--- config.mk ---
export PLATFORM = sky130hd
export DESIGN_NAME = tbase_timer
export DESIGN_NICKNAME = d
export VERILOG_FILES = /design/src/rtl/tbase_pkg.sv /design/src/rtl/tbase_prescale.sv /design/src/rtl/tbase_count.sv /design/src/rtl/tbase_flag.sv /design/src/rtl/tbase_timer.sv
export SDC_FILE = /design/constraint.sdc
export NUM_CORES = 1
export LEC_CHECK = 0
export BUFFER_PORTS_ARGS = -buffer_cell sky130_fd_sc_hd__buf_4
export CAP_MARGIN = 5
export CORE_UTILIZATION = 30
export CTS_CLUSTER_DIAMETER = 120
export CTS_CLUSTER_SIZE = 24
export DETAILED_ROUTE_END_ITERATION = 6
export PLACE_DENSITY_LB_ADDON = 0.05
export SLEW_MARGIN = 20
export SYNTH_ARGS = -nofsm -noshare
export SYNTH_HDL_FRONTEND = slang
export SYNTH_SLANG_ARGS = --single-unit
--- constraint.sdc ---
create_clock -name clk -period 1.45 [get_ports clk]
set_input_delay 0.145 -clock clk [delete_from_list [all_inputs] [get_ports clk]]
set_output_delay 0.145 -clock clk [all_outputs]
set_load 0.02 [all_outputs]
--- src/rtl/tbase_pkg.sv ---
package tbase_pkg;
    localparam int TB_PRE_W = 2;
    localparam int TB_CNT_W = 8;

    typedef struct packed {
        logic flag;
    } tb_flag_st_t;
endpackage

--- src/rtl/tbase_prescale.sv ---
module tbase_prescale #(
    parameter int PRE_W = 2
) (
    input  logic clk,
    input  logic rst_n,
    input  logic step_i,
    input  logic clear_i,
    output logic tick_o
);
    localparam logic [PRE_W-1:0] PRE_MAX = {PRE_W{1'b1}};

    typedef struct packed {
        logic [PRE_W-1:0] phase;
    } pre_st_t;

    pre_st_t pre_d, pre_q;

    always_comb begin
        pre_d = pre_q;
        if (clear_i) begin
            pre_d.phase = '0;
        end else if (step_i) begin
            pre_d.phase = pre_q.phase + 1'b1;
        end
    end

    assign tick_o = step_i && !clear_i && (pre_q.phase == PRE_MAX);

    always_ff @(posedge clk) begin
        if (!rst_n) begin
            pre_q <= '0;
        end else begin
            pre_q <= pre_d;
        end
    end


    tick_needs_step_chk: assert property (@(posedge clk) disable iff (!rst_n)
        tick_o |-> step_i);


    clear_zeroes_phase_chk: assert property (@(posedge clk) disable iff (!rst_n)
        clear_i |=> (pre_q.phase == '0));


    idle_phase_hold_chk: assert property (@(posedge clk) disable iff (!rst_n)
        (!step_i && !clear_i) |=> $stable(pre_q.phase));
endmodule

--- src/rtl/tbase_count.sv ---
module tbase_count #(
    parameter int CNT_W = 8
) (
    input  logic             clk,
    input  logic             rst_n,
    input  logic             tick_i,
    input  logic             load_i,
    input  logic [CNT_W-1:0] load_val_i,
    output logic [CNT_W-1:0] cnt_o,
    output logic             wrap_o
);
    localparam logic [CNT_W-1:0] CNT_MAX = {CNT_W{1'b1}};

    typedef struct packed {
        logic [CNT_W-1:0] value;
    } cnt_st_t;

    cnt_st_t cnt_d, cnt_q;

    always_comb begin
        cnt_d = cnt_q;
        if (load_i) begin
            cnt_d.value = load_val_i;
        end else if (tick_i) begin
            cnt_d.value = cnt_q.value + 1'b1;
        end
    end

    assign wrap_o = tick_i && !load_i && (cnt_q.value == CNT_MAX);
    assign cnt_o  = cnt_q.value;

    always_ff @(posedge clk) begin
        if (!rst_n) begin
            cnt_q <= '0;
        end else begin
            cnt_q <= cnt_d;
        end
    end


    preset_wins_chk: assert property (@(posedge clk) disable iff (!rst_n)
        load_i |=> (cnt_q.value == $past(load_val_i)));


    tick_adds_one_chk: assert property (@(posedge clk) disable iff (!rst_n)
        (tick_i && !load_i) |=> (cnt_q.value == CNT_W'($past(cnt_q.value) + 1'b1)));


    count_hold_chk: assert property (@(posedge clk) disable iff (!rst_n)
        (!tick_i && !load_i) |=> $stable(cnt_q.value));
endmodule

--- src/rtl/tbase_flag.sv ---
module tbase_flag
    import tbase_pkg::*;
(
    input  logic clk,
    input  logic rst_n,
    input  logic set_i,
    input  logic clr_i,
    output logic flag_o
);
    tb_flag_st_t flg_d, flg_q;

    always_comb begin
        flg_d = flg_q;
        if (set_i) begin
            flg_d.flag = 1'b1;
        end else if (clr_i) begin
            flg_d.flag = 1'b0;
        end
    end

    assign flag_o = flg_q.flag;

    always_ff @(posedge clk) begin
        if (!rst_n) begin
            flg_q <= '0;
        end else begin
            flg_q <= flg_d;
        end
    end


    flag_sticky_chk: assert property (@(posedge clk) disable iff (!rst_n)
        (flg_q.flag && !clr_i) |=> flg_q.flag);


    wrap_sets_flag_chk: assert property (@(posedge clk) disable iff (!rst_n)
        set_i |=> flg_q.flag);


    clear_drops_flag_chk: assert property (@(posedge clk) disable iff (!rst_n)
        (clr_i && !set_i) |=> !flg_q.flag);
endmodule

--- src/rtl/tbase_timer.sv ---
module tbase_timer
    import tbase_pkg::*;
#(
    parameter int PRE_W = TB_PRE_W,
    parameter int CNT_W = TB_CNT_W
) (
    input  logic             clk,
    input  logic             rst_n,
    input  logic             cyc_en_i,
    input  logic             load_i,
    input  logic [CNT_W-1:0] load_val_i,
    input  logic             ovf_clr_i,
    output logic [CNT_W-1:0] count_o,
    output logic             ovf_o
);
    logic pre_tick;
    logic cnt_wrap;

    tbase_prescale #(.PRE_W(PRE_W)) i_prescale (
        .clk     (clk),
        .rst_n   (rst_n),
        .step_i  (cyc_en_i),
        .clear_i (load_i),
        .tick_o  (pre_tick)
    );

    tbase_count #(.CNT_W(CNT_W)) i_count (
        .clk        (clk),
        .rst_n      (rst_n),
        .tick_i     (pre_tick),
        .load_i     (load_i),
        .load_val_i (load_val_i),
        .cnt_o      (count_o),
        .wrap_o     (cnt_wrap)
    );

    tbase_flag i_flag (
        .clk    (clk),
        .rst_n  (rst_n),
        .set_i  (cnt_wrap),
        .clr_i  (ovf_clr_i),
        .flag_o (ovf_o)
    );


    wrap_from_top_chk: assert property (@(posedge clk) disable iff (!rst_n)
        cnt_wrap |=> (count_o == '0));
endmodule

After elaboration in Yosys (flattened, before gate mapping)
Index checks and enable logic that the tools add are counted.
{"block": "totals", "reg_bits": 11, "output_inout_bits": 9, "word_cells": 20}
{"block": "op_classes", "add_sub_neg": 2, "n_eq_ne": 2, "n_mux": 4, "n_bitwise": 1, "n_reduce_logical": 8}
{"op": "$mux 8", "n": 2}
{"op": "$add 8x1->8 const B", "n": 1}
{"op": "$eq 8x8->1 const B", "n": 1}
{"op": "$logic_and 1x1->1", "n": 4}
{"op": "$reduce_bool 2->1", "n": 2}
{"op": "$add 2x1->2 const B", "n": 1}
{"op": "$eq 2x2->1 const B", "n": 1}
{"op": "$mux 1", "n": 2}
{"op": "$reduce_or 2->1", "n": 1}
{"op": "$logic_not 1->1", "n": 1}
{"op": "$not 1->1", "n": 1}

Logic depth before layout (Yosys ltp)
{"block": "logic_depth", "word_depth": 6, "ltp_mapped": 4, "ltp_nobuf": 4}

Cells and area by module
From an unflattened synthesis, not the netlist that was laid out.
{"block": "unflattened", "cells_unflattened": 68, "area_unflattened_um2": 598.1}
{"mod": "tbase_count", "n_inst": 1, "cells_per_inst": 55, "area_each_um2": 464.2, "seq_area_each_um2": 160.2}
{"mod": "tbase_prescale", "n_inst": 1, "cells_per_inst": 10, "area_each_um2": 92.6, "seq_area_each_um2": 40.0}
{"mod": "tbase_flag", "n_inst": 1, "cells_per_inst": 3, "area_each_um2": 41.3, "seq_area_each_um2": 20.0}

Least setup slack after synthesis
Ideal clock, no wire load.
{"block": "synth_path", "path_type": "flip-flop to flip-flop", "from": "register i_count.cnt_q, in the netlist i_count.cnt_o[0]", "to": "register i_count.cnt_q, in the netlist i_count.cnt_o[6]", "t_arrival_ns": 1.325, "setup_slack_ns": 0.051, "stages_incl_launch_ff": 5, "n_path_buf": 0, "synth_period_minus_slack_ns": 1.399, "cell_sequence": "dfxtp_1 ha_1 nand4_1 or3_1 a31oi_1"}
{"block": "synth_between", "elab_chain_len": 3}
{"item": "from (decl)", "line": "tbase_count.sv:18", "text": "cnt_st_t cnt_d, cnt_q;"}
{"item": "from (signal assigned)", "line": "tbase_count.sv:36", "text": "cnt_q <= cnt_d;"}
{"item": "$add 8x1->8", "line": "tbase_count.sv:25", "text": "cnt_d.value = cnt_q.value + 1'b1;"}
{"item": "$mux 8", "line": "tbase_count.sv:24", "text": "end else if (tick_i) begin"}
{"item": "$mux 8", "line": "tbase_count.sv:22", "text": "if (load_i) begin"}
No other way between the ends. The select of a mux whose other input is x is not followed.
A chain may end at the register's enable or synchronous reset.

Worst setup path in the final report
{"block": "layout_path", "from": "register i_prescale.pre_q[0] in the netlist's numbering", "to": "register i_count.cnt_q, in the netlist i_count.cnt_o[5]"}
{"block": "layout_between", "elab_chain_len": 3}
{"item": "from (decl)", "line": "tbase_prescale.sv:16", "text": "pre_st_t pre_d, pre_q;"}
{"item": "from (signal assigned)", "line": "tbase_prescale.sv:33", "text": "pre_q <= pre_d;"}
{"item": "$eq 2x2->1", "line": "tbase_prescale.sv:27", "text": "assign tick_o = step_i && !clear_i && (pre_q.phase == PRE_MAX);"}
{"item": "$logic_and 1x1->1", "line": "tbase_prescale.sv:27"}
{"item": "$reduce_bool 2->1 (no line)"}
No other way between the ends.

==> results <==
- The run finished with clean final reports.
- The count of input and output buffers is 21.
- The static leakage power is 0.0003577 uW.
- The full die area is 2159 um^2.
- The number of antenna violations at the first check in global routing is 0.
- After global routing the overflow that remains totals 0.
- The share of power burned in registers is 49.7%.
- The total via count in the routed design is 565.
- For this block, the initial DRC count from the detailed router was 9.
- The final layout contains routed wiring with a total length of 1408 um.
- Yosys printed 0 warnings.
- The clock passes through at most 2 buffers.
- The global-route usage over all layers is 15.02%.
- The class of the most critical setup path is flop to flop.
- The count of standard-cell rows is 15.
- The wire length per cell after detailed routing is 12.24 um.
- The synthesized flop and latch total is 11.
- The final number of max-transition violations was 0.
- The number of setup buffers added after CTS is 0.
- The worst-case IR drop observed on VDD is 0.3627 mV.
- The insertion delay of the later-clocked pin in the worst-skew pair is 0.27 ns.
- The CTS sink count is 11.
- The end-of-flow core utilization is 46.18%.
- Counting tap cells, the placed design contains a total of 111 instances.
- The switching part of the total is 27.19%.
- After detailed routing, the number of remaining DRC violations is 0.
- The TritonCTS clock tree is done.
- Once detail routing completed, the nets flagged for antenna violations numbered 0.
- The design draws 680.7 uW.
- The global placer's final weighted congestion is 0.6882.
- The pre-antenna-repair detailed-routing pass consisted of 4 iterations.
- The footprint of the flip-flops and latches is 220.2 um^2.
- The tree is rooted in a clkbuf_4.
- The finished cells cover 823.3 um^2.
- 0 antenna diodes ended up in the layout.
- After the last flow step, the layout net total stands at 106.
- In this run the worst path has a maximum fanout of 8.
- The transition time at the pin with the least slew margin is 0.2666 ns.
- The filler cells instantiated in the layout total 194.
- The class of the most critical hold timing path is primary input to flop.
- The total core area is 1783 um^2.
- Of the post-synthesis cell area, the dominant cell type holds 37.13%.
- Along the worst hold path, the cell count comes to 3.
- Data on the critical path is required at its endpoint by 1.65 ns.
- The number of nets in the synthesized netlist is 80.
- The clock transition at the register clock pins on the worst setup and hold paths after CTS is 0.07 ns.
- The first global-routing pass estimated 2173 um of wire.
- The startpoint class of the critical path is a flop.
- The initial cell density of the core is 33.26%.
- Yosys attributes the largest share of cell area to dfxtp_1, o21ai_0, o211a_1.
- The post-layout minimum cycle time is 1.400 ns.
- Summing all placed instances gives a cell area of 784.5 um^2.
- Setup violations remaining at the end of the flow were counted as 0.
- Data on the critical path arrives at its endpoint at 1.60 ns.
- CTS built an H-tree with a depth of 1.
- The final hold violation count is 0.
- The area growth from synthesis to layout is 38.82%.
- In this run the cell area of the synthesized design comes to 593.1 um^2.
- The die is 46.46 um wide.
- The post-synthesis cell count is 65.
- The clock network burns 31.1% of the power.
- Across the run, the number of max-cap violations was 0.
- 22 I/O pins were placed.
- Summing the sequential cell areas from Yosys gives 37.13% of the chip area.
- The mean cell area of the mapped netlist is 9.124 um^2.
- The via count of the first global-routing pass is 516.
- The nature of the critical path endpoint is a flop.
- The biggest area consumer among synthesized cells is dfxtp_1.
- The highest achievable clock rate is 714.5 MHz.
- The die is 46.46 um tall.
- The CTS buffer count is 3.
- The clock skew is 0.003371 ns.
- The distinct cell type count after synthesis is 32.
- The switching power total is 185.1 uW.
- Across all hold checks on the routed design, the worst slack comes to 0.1436 ns.
- The total power per unit cell area is 826.9 nW/um^2.
- The worst reg2reg path depth is 4.
- The final clock period utilization by the worst path is 96.53%.
- The via density per instance is 4.913.
- The post-route netlist has 36.67% of its cells at a drive strength greater than 1.
- Per report_power, the combinational group accounts for 19.2% of the total.
- The area of the multi-input gates is 357.8 um^2.
- Once layout is complete, the cells apart from fillers number 115.
- The relative slew slack is 81.98%.
- The internal power is 495.6 uW.
- The largest net degree at the start of global routing is 12.
[cells by family (layout without fill, tap and decap cells)]
group | Yosys count | in the layout | share of synthesized area [%]
and+or+nand+nor | 22 | 22 | 23.20
AOI/OAI and AO/OA | 20 | 20 | 22.78
DFF | 11 | 11 | 37.13
buffers and inverters | 5 | 30 | 4.639
xor gates and xnor gates | 3 | 3 | 4.431
adders and majority gates | 2 | 2 | 4.219
muxes | 2 | 2 | 3.586
[cell type report]
class	instances	area share (%)
timing repair buffer	24	21.88
multi-input combinational	49	43.47
tap	25	3.799
sequential	11	26.75
clock buffer	4	3.191
inverter	2	0.9119
[final timing paths]
kind | startpoint | end | slack, ns
worst max-delay path | i_prescale.pre_q[0] | i_count.cnt_o[5] | 0.05
worst min-delay path | load_val_i[2] | i_count.cnt_o[2] | 0.14
worst max register to register | i_prescale.pre_q[0] | i_count.cnt_o[5] | 0.05
worst min register to register | i_count.cnt_o[6] | i_count.cnt_o[6] | 0.53
[synth_stat cells]
| cell | count |
|---|---|
| nor2b_1 | 2 |
| a221o_1 | 1 |
| o21a_1 | 1 |
| mux2_2 | 1 |
| inv_1 | 1 |
| nor2_1 | 3 |
| buf_6 | 1 |
| o21ai_0 | 8 |
| a21oi_1 | 1 |
| or3_1 | 2 |
| mux2i_1 | 1 |
| clkbuf_1 | 1 |
| buf_2 | 1 |
| xnor2_1 | 2 |
| a31oi_1 | 4 |
| clkinv_1 | 1 |
| nand4_1 | 2 |
| nand2_1 | 1 |
| o31ai_1 | 1 |
| nor4b_1 | 1 |
| o211a_1 | 3 |
| nand3_1 | 3 |
| or4_1 | 1 |
| nand2b_1 | 3 |
| a22o_2 | 1 |
| ha_1 | 2 |
| nor3_1 | 1 |
| dfxtp_1 | 11 |
| or3_2 | 1 |
| xor2_1 | 1 |
| nand2_4 | 1 |
| and4b_2 | 1 |
[flip-flops by register name, summed over array words and instances (netlist names)]
| name | count |
|---|---|
| i_prescale.pre_q | 2 |
| i_count.cnt_o | 8 |
| i_flag.flag_o | 1 |
[repair_timing]
action,4_1_cts,5_1_grt
endpoints found under the hold margin,0,0
hold buffers,0,0
gates resized for setup,1,1
pin swaps,0,1
cloned,0,0
endpoints found under the setup margin,1,3
[per-stage QoR]
step | setup TNS [ns] | setup slack (ns)
4_1_cts | 0 | 0.03847
6_report | 0 | 0.05036
2_1_floorplan | 0 | 0.05073
3_5_place_dp | 0 | 0.01682
3_3_place_gp | 0 | 0.04335
5_1_grt | -0.06754 | -0.02617
[worst max-delay path: stages (launching register included)]
cell     delay, ns
dfxtp_1       0.40
ha_4          0.18
nand2_4       0.08
or4_1         0.51
a31oi_1       0.16
[cell usage in the layout, fill, tap and decap left out, types with 2 or more instances in the layout]
cell       n
nor2_1     3
nand4_1    2
clkbuf_4   3
a31oi_1    4
dfxtp_1   11
nand3_1    3
o211a_1    3
or3_1      2
nand2b_1   3
nor2b_1    2
buf_4     24
o21ai_0    8
xnor2_1    2
[layer usage]
layer  share of wire [%]  vias to the layer above  routed length, um  global-route usage [%]
met3                 5.0                        2                 71                   3.529
met5                   0                        -                  0                       0
met1                  48                      249                672                   18.59
met2                  46                       18                651                   22.50
met4                0.85                        0                 12                   10.59
li1                    -                      296                  -                       -
[power by group through the flow]
stage               Clock [uW]  Combinational, uW  Sequential [uW]
global placement             0                130              344
floorplan                    0               50.9              360
CTS                        223                132              337
global route               240                144              341
detailed placement           0                131              344
finish                     212                131              338
Power figures use the tool's default switching activity.
